### config.mk
export PLATFORM = sky130hd
export DESIGN_NAME = pic_ctrl
export DESIGN_NICKNAME = d
export VERILOG_FILES = /design/src/rtl/pic_pkg.sv /design/src/rtl/pic_cfg_regs.sv /design/src/rtl/pic_req_latch.sv /design/src/rtl/pic_prio_pick.sv /design/src/rtl/pic_ctrl.sv
export SDC_FILE = /design/constraint.sdc
export NUM_CORES = 1
export LEC_CHECK = 0
export BUFFER_PORTS_ARGS = -buffer_cell sky130_fd_sc_hd__clkbuf_2
export CORE_MARGIN = 2
export CORE_UTILIZATION = 50
export DETAILED_ROUTE_END_ITERATION = 7
export PLACE_DENSITY_LB_ADDON = 0.2
export SETUP_SLACK_MARGIN = 0.02
export SLEW_MARGIN = 20
export SYNTH_ARGS = -nofsm -noshare
export SYNTH_HDL_FRONTEND = slang
export SYNTH_HIERARCHICAL = 1
export SYNTH_SLANG_ARGS = --single-unit
export TNS_END_PERCENT = 1
### constraint.sdc
create_clock -name clk -period 3.65 [get_ports clk]
set_clock_uncertainty 0.2 [all_clocks]
set_input_delay 0.73 -clock clk [delete_from_list [all_inputs] [get_ports clk]]
set_output_delay 0.73 -clock clk [all_outputs]
set_load 0.05 [all_outputs]
### src/rtl/pic_pkg.sv
package pic_pkg;
   typedef enum logic [1:0] {
      CFG_RUN  = 2'd0,
      CFG_BASE = 2'd1,
      CFG_LINK = 2'd2,
      CFG_MODE = 2'd3
   } cfg_st_e;

   localparam logic [2:0] EOI_ONE = 3'b011;
   localparam logic [2:0] EOI_TOP = 3'b001;
endpackage

### src/rtl/pic_cfg_regs.sv
module pic_cfg_regs
   import pic_pkg::*;
#(
   parameter int N_IN = 8,
   parameter int DW   = 8,
   localparam int LW  = $clog2(N_IN)
) (
   input  logic            clk,
   input  logic            rst_n,
   input  logic            wr_i,
   input  logic            a0_i,
   input  logic [DW-1:0]   wdata_i,
   output logic            init_o,
   output logic [DW-1:0]   base_o,
   output logic [N_IN-1:0] link_o,
   output logic            single_o,
   output logic            aeoi_o,
   output logic [N_IN-1:0] mask_o,
   output logic            rsel_isr_o,
   output logic            eoi_one_o,
   output logic            eoi_top_o,
   output logic [LW-1:0]   eoi_lvl_o
);
   cfg_st_e st_q;
   logic    ic4_q;
   logic    cmd_wr, data_wr, ocw2_wr, ocw3_wr;

   assign init_o  = wr_i && !a0_i && wdata_i[4];
   assign cmd_wr  = wr_i && !a0_i && !wdata_i[4];
   assign ocw2_wr = cmd_wr && !wdata_i[3];
   assign ocw3_wr = cmd_wr && wdata_i[3];
   assign data_wr = wr_i && a0_i;

   assign eoi_one_o = ocw2_wr && (wdata_i[7:5] == EOI_ONE);
   assign eoi_top_o = ocw2_wr && (wdata_i[7:5] == EOI_TOP);
   assign eoi_lvl_o = wdata_i[LW-1:0];

   always_ff @(posedge clk) begin
      if (!rst_n) begin
         st_q       <= CFG_RUN;
         base_o     <= '0;
         link_o     <= '0;
         single_o   <= 1'b1;
         ic4_q      <= 1'b0;
         aeoi_o     <= 1'b0;
         mask_o     <= '1;
         rsel_isr_o <= 1'b0;
      end else if (init_o) begin
         st_q       <= CFG_BASE;
         single_o   <= wdata_i[1];
         ic4_q      <= wdata_i[0];
         aeoi_o     <= 1'b0;
         mask_o     <= '0;
         rsel_isr_o <= 1'b0;
      end else if (data_wr) begin
         unique case (st_q)
            CFG_BASE: begin
               base_o <= {wdata_i[DW-1:LW], {LW{1'b0}}};
               if (!single_o)  st_q <= CFG_LINK;
               else if (ic4_q) st_q <= CFG_MODE;
               else            st_q <= CFG_RUN;
            end
            CFG_LINK: begin
               link_o <= wdata_i[N_IN-1:0];
               st_q   <= ic4_q ? CFG_MODE : CFG_RUN;
            end
            CFG_MODE: begin
               aeoi_o <= wdata_i[1];
               st_q   <= CFG_RUN;
            end
            default: mask_o <= wdata_i[N_IN-1:0];
         endcase
      end else if (ocw3_wr && wdata_i[1]) begin
         rsel_isr_o <= wdata_i[0];
      end
   end

   AST_MASK_HELD_IN_CFG: assert property (@(posedge clk) disable iff (!rst_n)
      (data_wr && !init_o && st_q != CFG_RUN) |=> $stable(mask_o));
   AST_INIT_CLEARS_MASK: assert property (@(posedge clk) disable iff (!rst_n)
      init_o |=> (mask_o == '0 && !rsel_isr_o));
endmodule

### src/rtl/pic_req_latch.sv
module pic_req_latch #(
   parameter int N_IN = 8
) (
   input  logic            clk,
   input  logic            rst_n,
   input  logic            clr_all_i,
   input  logic [N_IN-1:0] req_i,
   input  logic [N_IN-1:0] take_i,
   output logic [N_IN-1:0] irr_o
);
   for (genvar g = 0; g < N_IN; g++) begin : g_bit
      logic prev_q;
      always_ff @(posedge clk) begin
         if (!rst_n) begin
            prev_q   <= 1'b0;
            irr_o[g] <= 1'b0;
         end else begin
            prev_q <= req_i[g];
            if (clr_all_i) irr_o[g] <= 1'b0;
            else irr_o[g] <= (irr_o[g] | (req_i[g] & ~prev_q)) & req_i[g] & ~take_i[g];
         end
      end

      AST_IRR_DROP: assert property (@(posedge clk) disable iff (!rst_n)
         !req_i[g] |=> !irr_o[g]);
      AST_IRR_EDGE: assert property (@(posedge clk) disable iff (!rst_n)
         $rose(irr_o[g]) |-> $past(req_i[g]));
   end
endmodule

### src/rtl/pic_prio_pick.sv
module pic_prio_pick #(
   parameter int N_IN = 8,
   localparam int LW  = $clog2(N_IN)
) (
   input  logic [N_IN-1:0] req_i,
   input  logic [N_IN-1:0] isr_i,
   output logic [N_IN-1:0] win_oh_o,
   output logic            hit_o,
   output logic [LW-1:0]   lvl_o
);
   logic [N_IN:0] req_seen;
   logic [N_IN:0] isr_seen;

   assign req_seen[0] = 1'b0;
   assign isr_seen[0] = 1'b0;

   for (genvar g = 0; g < N_IN; g++) begin : g_lvl
      assign req_seen[g+1] = req_seen[g] | req_i[g];
      assign isr_seen[g+1] = isr_seen[g] | isr_i[g];
      assign win_oh_o[g]   = req_i[g] & ~req_seen[g] & ~isr_seen[g+1];
   end

   assign hit_o = |win_oh_o;

   always_comb begin
      lvl_o = '0;
      for (int i = 0; i < N_IN; i++)
         if (win_oh_o[i]) lvl_o = LW'(i);
   end
endmodule

### src/rtl/pic_ctrl.sv
module pic_ctrl #(
   parameter int N_IN = 8,
   parameter int DW   = 8,
   localparam int LW  = $clog2(N_IN)
) (
   input  logic            clk,
   input  logic            rst_n,
   input  logic            reg_wr_i,
   input  logic            reg_a0_i,
   input  logic [DW-1:0]   reg_wdata_i,
   output logic [DW-1:0]   reg_rdata_o,
   input  logic [N_IN-1:0] req_i,
   output logic            int_o,
   input  logic            ack_i,
   input  logic            cas_lead_i,
   input  logic [LW-1:0]   cas_id_i,
   output logic [LW-1:0]   cas_id_o,
   output logic            cas_hit_o,
   output logic [DW-1:0]   vec_o,
   output logic            vec_vld_o
);
   if (N_IN != 8 || DW != 8) begin : g_bad_cfg
      $error("pic_ctrl: command encoding needs N_IN == 8 and DW == 8");
   end

   logic            init_w, single_w, aeoi_w, rsel_w, eoi_one_w, eoi_top_w, hit_w, to_slave_w, accept_w;
   logic [DW-1:0]   base_w;
   logic [N_IN-1:0] link_w, mask_w, irr_w, isr_q, win_oh_w, take_w, set_w, clr_w;
   logic [LW-1:0]   eoi_lvl_w, win_lvl_w;

   pic_cfg_regs #(.N_IN(N_IN), .DW(DW)) cfg_i (
      .clk(clk), .rst_n(rst_n), .wr_i(reg_wr_i), .a0_i(reg_a0_i), .wdata_i(reg_wdata_i),
      .init_o(init_w), .base_o(base_w), .link_o(link_w), .single_o(single_w),
      .aeoi_o(aeoi_w), .mask_o(mask_w), .rsel_isr_o(rsel_w),
      .eoi_one_o(eoi_one_w), .eoi_top_o(eoi_top_w), .eoi_lvl_o(eoi_lvl_w)
   );

   pic_req_latch #(.N_IN(N_IN)) req_i_latch (
      .clk(clk), .rst_n(rst_n), .clr_all_i(init_w), .req_i(req_i),
      .take_i(take_w), .irr_o(irr_w)
   );

   pic_prio_pick #(.N_IN(N_IN)) pick_i (
      .req_i(irr_w & ~mask_w), .isr_i(isr_q),
      .win_oh_o(win_oh_w), .hit_o(hit_w), .lvl_o(win_lvl_w)
   );

   assign accept_w   = ack_i && (cas_lead_i || (cas_id_i == link_w[LW-1:0]));
   assign to_slave_w = cas_lead_i && !single_w && link_w[win_lvl_w];
   assign take_w     = (accept_w && hit_w) ? win_oh_w : '0;
   assign set_w      = aeoi_w ? '0 : take_w;

   always_comb begin
      clr_w = '0;
      if (eoi_one_w)      clr_w = N_IN'(1) << eoi_lvl_w;
      else if (eoi_top_w) clr_w = isr_q & (~isr_q + N_IN'(1));
   end

   always_ff @(posedge clk) begin
      if (!rst_n) begin
         isr_q     <= '0;
         vec_o     <= '0;
         vec_vld_o <= 1'b0;
      end else begin
         if (init_w) isr_q <= '0;
         else        isr_q <= (isr_q & ~clr_w) | set_w;
         vec_vld_o <= accept_w && !(hit_w && to_slave_w);
         if (accept_w)
            vec_o <= hit_w ? (base_w | DW'(win_lvl_w)) : (base_w | DW'({LW{1'b1}}));
      end
   end

   assign int_o       = hit_w;
   assign cas_id_o    = win_lvl_w;
   assign cas_hit_o   = hit_w && to_slave_w;
   assign reg_rdata_o = reg_a0_i ? DW'(mask_w) : (rsel_w ? DW'(isr_q) : DW'(irr_w));

   logic [N_IN-1:0] upto_w;
   assign upto_w = (N_IN'(2) << cas_id_o) - N_IN'(1);

   AST_VEC_PULSE: assert property (@(posedge clk) disable iff (!rst_n)
      vec_vld_o |=> !vec_vld_o);
   AST_VEC_FROM_ACK: assert property (@(posedge clk) disable iff (!rst_n)
      $rose(vec_vld_o) |-> $past(ack_i));
   AST_INT_ABOVE_ISR: assert property (@(posedge clk) disable iff (!rst_n)
      int_o |-> ((isr_q & upto_w) == '0));
   AST_ONE_TAKE: assert property (@(posedge clk) disable iff (!rst_n)
      $onehot0(take_w));
   AST_AEOI_NO_HOLD: assert property (@(posedge clk) disable iff (!rst_n)
      (aeoi_w && !init_w) |=> ((isr_q & ~$past(isr_q)) == '0));
   AST_SPURIOUS_SEVEN: assert property (@(posedge clk) disable iff (!rst_n)
      (accept_w && !int_o) |=> (vec_vld_o && vec_o[LW-1:0] == '1 && (isr_q & ~$past(isr_q)) == '0));
   AST_LEAD_NO_VEC: assert property (@(posedge clk) disable iff (!rst_n)
      (accept_w && cas_hit_o) |=> !vec_vld_o);
   AST_FOLLOW_QUIET: assert property (@(posedge clk) disable iff (!rst_n)
      (!cas_lead_i && ack_i && cas_id_i != link_w[LW-1:0]) |=> !vec_vld_o);
endmodule

==> results of run 1 <==
-- layer usage --
layer  global-route usage [%]  routed length [µm]  up-vias
met4                    10.73                 208        0
li1                         -                   -     1300
met1                    28.62                3394     1284
met2                    39.44                4028       89
met3                    4.771                 401       18
met5                        0                   0        -
-- tightest hold or removal path: stages, from the launching register on --
cell	delay, ps
dfxtp_1	310
nand2_1	50
a21oi_1	50
-- metrics by stage --
stage,worst slack [ps],util [%],instance area (µm²)
global placement,176.7,56.81,3403
CTS,2.256,61.74,3699
global route,-74.53,62.53,3746
floorplan,85.17,-,3146
detailed placement,124.9,56.81,3403
finish,29.88,62.53,3746
-- kinds of logic (layout without fill, tap and decap cells) --
family          Yosys count  after routing
other cells               1              3
buf+inv                  32             85
compound gates           67             67
simple gates            159            159
xor+xnor                  3              3
mux                      14             14
flops                    60             60
-- cell usage after synthesis, types with 7 or more instances --
master,n
nor2b_1,20
o21ai_0,14
nor4b_4,8
nor2_1,18
dfxtp_1,60
buf_4,9
a221o_1,8
mux2i_1,12
a21oi_1,17
nand3_1,11
nand2b_1,7
and2_2,8
and3_1,10
nand2_1,48
inv_1,9
-- registers in the layout (all words and copies together) (netlist names), 2 cells and up --
| signal | cells |
|---|---|
| cfg_i/base_o | 5 |
| cfg_i/link_o | 8 |
| cfg_i/mask_o | 8 |
| cfg_i/st_q | 2 |
| isr_q | 8 |
| req_i_latch/g_bit.prev_q | 8 |
| req_i_latch/irr_o | 8 |
| vec_o | 8 |
-- power groups by stage --
stage | clock, mW | combinational, mW | sequential (mW)
after floorplan | 0 | 0.169 | 0.716
after global placement | 0 | 0.241 | 0.709
after detailed placement | 0 | 0.244 | 0.710
after CTS | 0.683 | 0.251 | 0.697
after global routing | 0.707 | 0.272 | 0.702
final | 0.671 | 0.256 | 0.700
-- worst max path at each step --
stage / from / end / slack (ps) / depth (start not counted)
final: req_i_latch/irr_o[2] / cas_hit_o / 30 / 9
after global routing: req_i_latch/irr_o[2] / cas_hit_o / -70 / 9
after CTS: req_i_latch/irr_o[3] / cas_hit_o / 2 / 9
after detailed placement: req_i_latch/irr_o[3] / cas_hit_o / 120 / 9
after global placement: req_i_latch/irr_o[3] / cas_hit_o / 180 / 9
after floorplan: req_i_latch/irr_o[0] / cas_hit_o / 90 / 8
-- cell usage in the layout, fill, tap and decap left out, types with 6 or more instances in the layout --
master,n
and2_2,8
nand2_1,48
inv_1,9
dfxtp_2,6
clkbuf_2,45
nand3_1,11
dfxtp_1,54
a221o_1,8
nor2b_1,15
buf_4,14
mux2i_1,11
a21oi_1,17
nor4b_4,8
and3_1,10
o2bb2ai_1,6
nand2b_1,7
nor2_1,17
o21ai_0,14
clkbuf_8,10
-- timing repair --
action,4_1_cts,5_1_grt
setup endpoints to repair,1,1
pin swaps,2,3
buffers inserted,1,3
gates resized for setup,17,8
-- area by class of cell --
| type | instances | area, µm² | share of cell area (%) |
|---|---|---|---|
| Multi-Input combinational cell | 246 | 1838 | 49.06 |
| Inverter | 9 | 33.78 | 0.9018 |
| Sequential cell | 60 | 1209 | 32.26 |
| Clock inverter | 5 | 85.08 | 2.271 |
| Clock buffer | 11 | 141.4 | 3.774 |
| Tap cell | 75 | 93.84 | 2.505 |
| Timing Repair Buffer | 60 | 345.3 | 9.218 |
==> results.toml, run 1 <==
[floorplanning]
core_area_um2 = 5991
ioPinCount = 47
rows = 28
die_y_um = 83.08
fp.dieW_um = 83.08
die_area_um2 = 6902
initial_core_util_pct = 52.19

[detailed_routing]
ant_nets = 0
vias = 2691
route.detailed.drc = 0
routed_wirelength_mm = 8.032
drt_iter0_drc = 174
wire_per_inst_um = 17.24
dr.pass1.iters = 4
vias_per_cell = 5.775

[status]
outcome = "complete, no violations"

[logic_synthesis]
postSynthAreaPerCell_um2 = 9.306
synthFlopType = "dfxtp_1"
synth_mux_area_share_pct = 5.282
async_reset_ff_share_pct = 0
synth_area_leader_cell = "dfxtp_1"
synth_edf_count = 0
yosys.area_share.simple_pct = 34.01
yosysSeqAreaShare_pct = 38.42
syn_inst = 336
yosysTopAreaCellShare_pct = 38.42
yosys_warnings = 6
synthesis.area_um2 = 3127
synth_cell_types = 56
synth_area_leaders = "dfxtp_1 (38%), nor4b_4 (6.1%), nand2_1 (5.8%)"
synth_compound_area_share_pct = 15.73
yosys.area_share.adder_pct = 0
yosys_register_bits = 60
synth_xor_area_share_pct = 0.8403
synth_top_family_by_area = "simple AND/OR/NAND/NOR gates"

[critical_path]
slowest_delay_ps = 530
cp_top_family = "simple AND/OR/NAND/NOR gates"
r2r-end = "vec_vld_o"
r2r_setup_slack_ps = 960
cp_num_buf_inv = 1
rr_worst_depth = 10
critical_path.startpoint_type = "flip-flop"
path_cells = "nor2b_4 > nor4_4 > nand4_4 > o21bai_4 > or3b_4 > mux4_2 > mux2i_4 > nor3_4 > buf_8"
r2r-start = "req_i_latch/irr_o[2]"
cp.arrival_ps = 2690
worst_setup_path_end_kind = "output pin"
crit_type = "flip-flop to output pin"
slowest_stage = "mux4_2"
worstPathRequired_ps = 2720
crit_fanout = 3

[hold_path]
min_from = "cfg_i/base_o[7]"
hold_class = "flip-flop to flip-flop"
whs_path_depth = 2
whs_endpoint = "cfg_i/base_o[7]"

[timing]
tightestPinTransition_ps = 954.5
holdWs_ps = 257.2
timing.final.max_slew_violations = 0
period_share_pct = 99.18
max_freq_mhz = 276.2
hold_viol = 0
finalCriticalPeriod_ps = 3620
finalSetupViolations = 0
worst_slew_margin_rel_pct = 36.37
tns_ps = 0
rsz0062_at_grt = "yes"

[cells_and_area]
n_fill_cell = 534
diodes = 0
layout.cells.non_filler = 466
nets = 411
final_layout_size_suffix_gt1_share_pct = 30.69
syn2layout_area_growth_pct = 19.81

[grt]
grt_pass1_wl_mm = 12.79
grt_pass1_vias = 2588
overflow = 0
grt.total_usage_pct = 23.38
grt_max_degree = 26
antenna_found_initial = 0

[power_and_ir_drop]
vdd_drop_max_mv = 0.3830
power_frac_clock_pct = 41.2
seq_power_share_pct = 43.0
pwr-share-comb_pct = 15.7
swShare_pct = 27.85
leakagePower_nw = 1.568
power_density_nw_per_um2 = 434.2
p_sw_mw = 0.4530
cellInternalPower_mw = 1.173
total_power_mw = 1.626

[placement]
gp_congestion = 0.9221
dp_hpwl_mm = 5.763
port_buffers = 46
dp.cells = 446

[flow_run]
maxCapViolations = 0

[clock_network]
worstSkewPairLatency_ps = 330
cts_max_level = 3
cts_buffers = 9
cts.sinks = 60
cts_tree = "done"
hold_buffers = 0
clockBufferDepth = 2
clk_pin_slew_worst_paths_ps = 70
cts-root-buf = "clkbuf_8"
No activity file was read; power rests on OpenSTA's default activity.
==> run 2, diff against run 1 <==
CORE_UTILIZATION = 57   (was 50)
==> run 2 against run 1 <==
Largest power group unchanged. Critical path depth unchanged. Worst setup slack improved by 66 ps. Highest routed layer unchanged. Flip-flop and latch count unchanged. Sequential power about the same. Global-route usage increased by 3.6 points.
==> results.toml, run 2 (synthesis results as in run 1) <==
[detailed_routing]
drt_iter0_drc = 162
vias = 2683
wire_per_inst_um = 16.79
dr.pass1.iters = 5
vias_per_cell = 5.833
routed_wirelength_mm = 7.722
route.detailed.drc = 0
ant_nets = 0

[critical_path]
worst_setup_path_end_kind = "output pin"
cp_num_buf_inv = 1
crit_type = "flip-flop to output pin"
cp.arrival_ps = 2620
worstPathRequired_ps = 2720
cp_top_family = "simple AND/OR/NAND/NOR gates"
crit_fanout = 3
slowest_stage = "mux4_2"
path_cells = "nor2b_4 > nor4_4 > nand4_4 > o21bai_1 > or3b_4 > mux4_2 > mux2i_4 > nor3_4 > buf_8"
slowest_delay_ps = 520
critical_path.startpoint_type = "flip-flop"

[power_and_ir_drop]
leakagePower_nw = 1.536
power_density_nw_per_um2 = 402.1
vdd_drop_max_mv = 0.2754

[timing]
holdWs_ps = 255.3
hold_viol = 0
tns_ps = 0
tightestPinTransition_ps = 900.2
finalSetupViolations = 0
finalCriticalPeriod_ps = 3555
worst_slew_margin_rel_pct = 39.99
rsz0062_at_grt = "yes"
max_freq_mhz = 281.3
timing.final.max_slew_violations = 0
period_share_pct = 97.38

[flow_run]
maxCapViolations = 0

[floorplanning]
rows = 26
ioPinCount = 47
die_y_um = 78.07
initial_core_util_pct = 60.07
fp.dieW_um = 78.07
core_area_um2 = 5205
die_area_um2 = 6094

[grt]
grt.total_usage_pct = 26.95
overflow = 0
grt_pass1_wl_mm = 12.63
grt_pass1_vias = 2555
grt_max_degree = 28
antenna_found_initial = 0

[placement]
gp_congestion = 0.9472
dp_hpwl_mm = 5.648
port_buffers = 46
placed_cell_area_um2 = 3390

[cells_and_area]
diodes = 0
final_layout_size_suffix_gt1_share_pct = 30.26
syn2layout_area_growth_pct = 17.25
final_common_cell = "dfxtp_1"
layout_common_cells = "dfxtp_1 (56), nand2_1 (48), clkbuf_2 (45), nor2_1 (17), a21oi_1 (17)"
fin_area_um2 = 3666
nets = 410

[clock_network]
cts-root-buf = "clkbuf_8"
hold_buffers = 0
cts_buffers = 9
clk_pin_slew_worst_paths_ps = 70
cts_tree = "done"
clockBufferDepth = 2
cts_max_level = 3
worstSkewPairLatency_ps = 340
cts.sinks = 60

[status]
outcome = "complete, no violations"

[hold_path]
hold_class = "flip-flop to flip-flop"
run 2: tightest hold or removal path, cell delays in order (launching register included):
cell	delay, ps
dfxtp_1	310
nand2_1	50
o21ai_0	50
run 2: where the power goes:
group          switching (mW)  total, mW  internal (mW)
Combinational           0.169      0.257         0.0882
Sequential             0.0192      0.698          0.679
Clock                   0.271      0.520          0.249
Total                   0.459       1.47           1.02
run 2: metal layers:
layer  part of all wire, %  wire length [µm]  GRT usage (%)
met1                    42              3217          33.90
met2                    50              3851          44.05
met5                     0                 0              0
met3                   5.8               446          7.586
met4                   2.7               207          10.35
run 2: final timing paths:
kind / from / to / slack (ps) / depth (start not counted)
setup / recovery: req_i_latch/irr_o[3] / cas_hit_o / 100 / 9
hold / removal: vec_o[5] / vec_o[5] / 260 / 2
setup reg to reg: req_i_latch/irr_o[2] / isr_q[1] / 900 / 9
hold reg to reg: vec_o[5] / vec_o[5] / 260 / 2
run 2: layout make-up:
class / count / area [µm²]
flip-flops and latches: 60 / 1206
multi-input cells: 246 / 1832
inverters: 9 / 33.78
repair buffers: 59 / 337.8
clock inverters: 5 / 37.54
well taps: 70 / 87.58
clock buffers: 11 / 131.4
fillers: 423 / 1539
run 2: stage by stage:
step	worst slack (ps)	total power [mW]	utilization, %	instances
2_1_floorplan	85.17	0.8843	-	338
3_3_place_gp	193.7	0.9488	65.12	440
3_5_place_dp	158.3	0.9521	65.12	440
4_1_cts	27.80	1.479	69.88	459
5_1_grt	2.143	1.532	70.43	460
6_report	95.48	1.474	70.43	460
run 2: repair_timing:
action | 4_1_cts | 5_1_grt
pin swaps | 2 | 1
resized for setup | 15 | 8
setup buffers | 3 | 1
endpoints found under the setup margin | 1 | 1
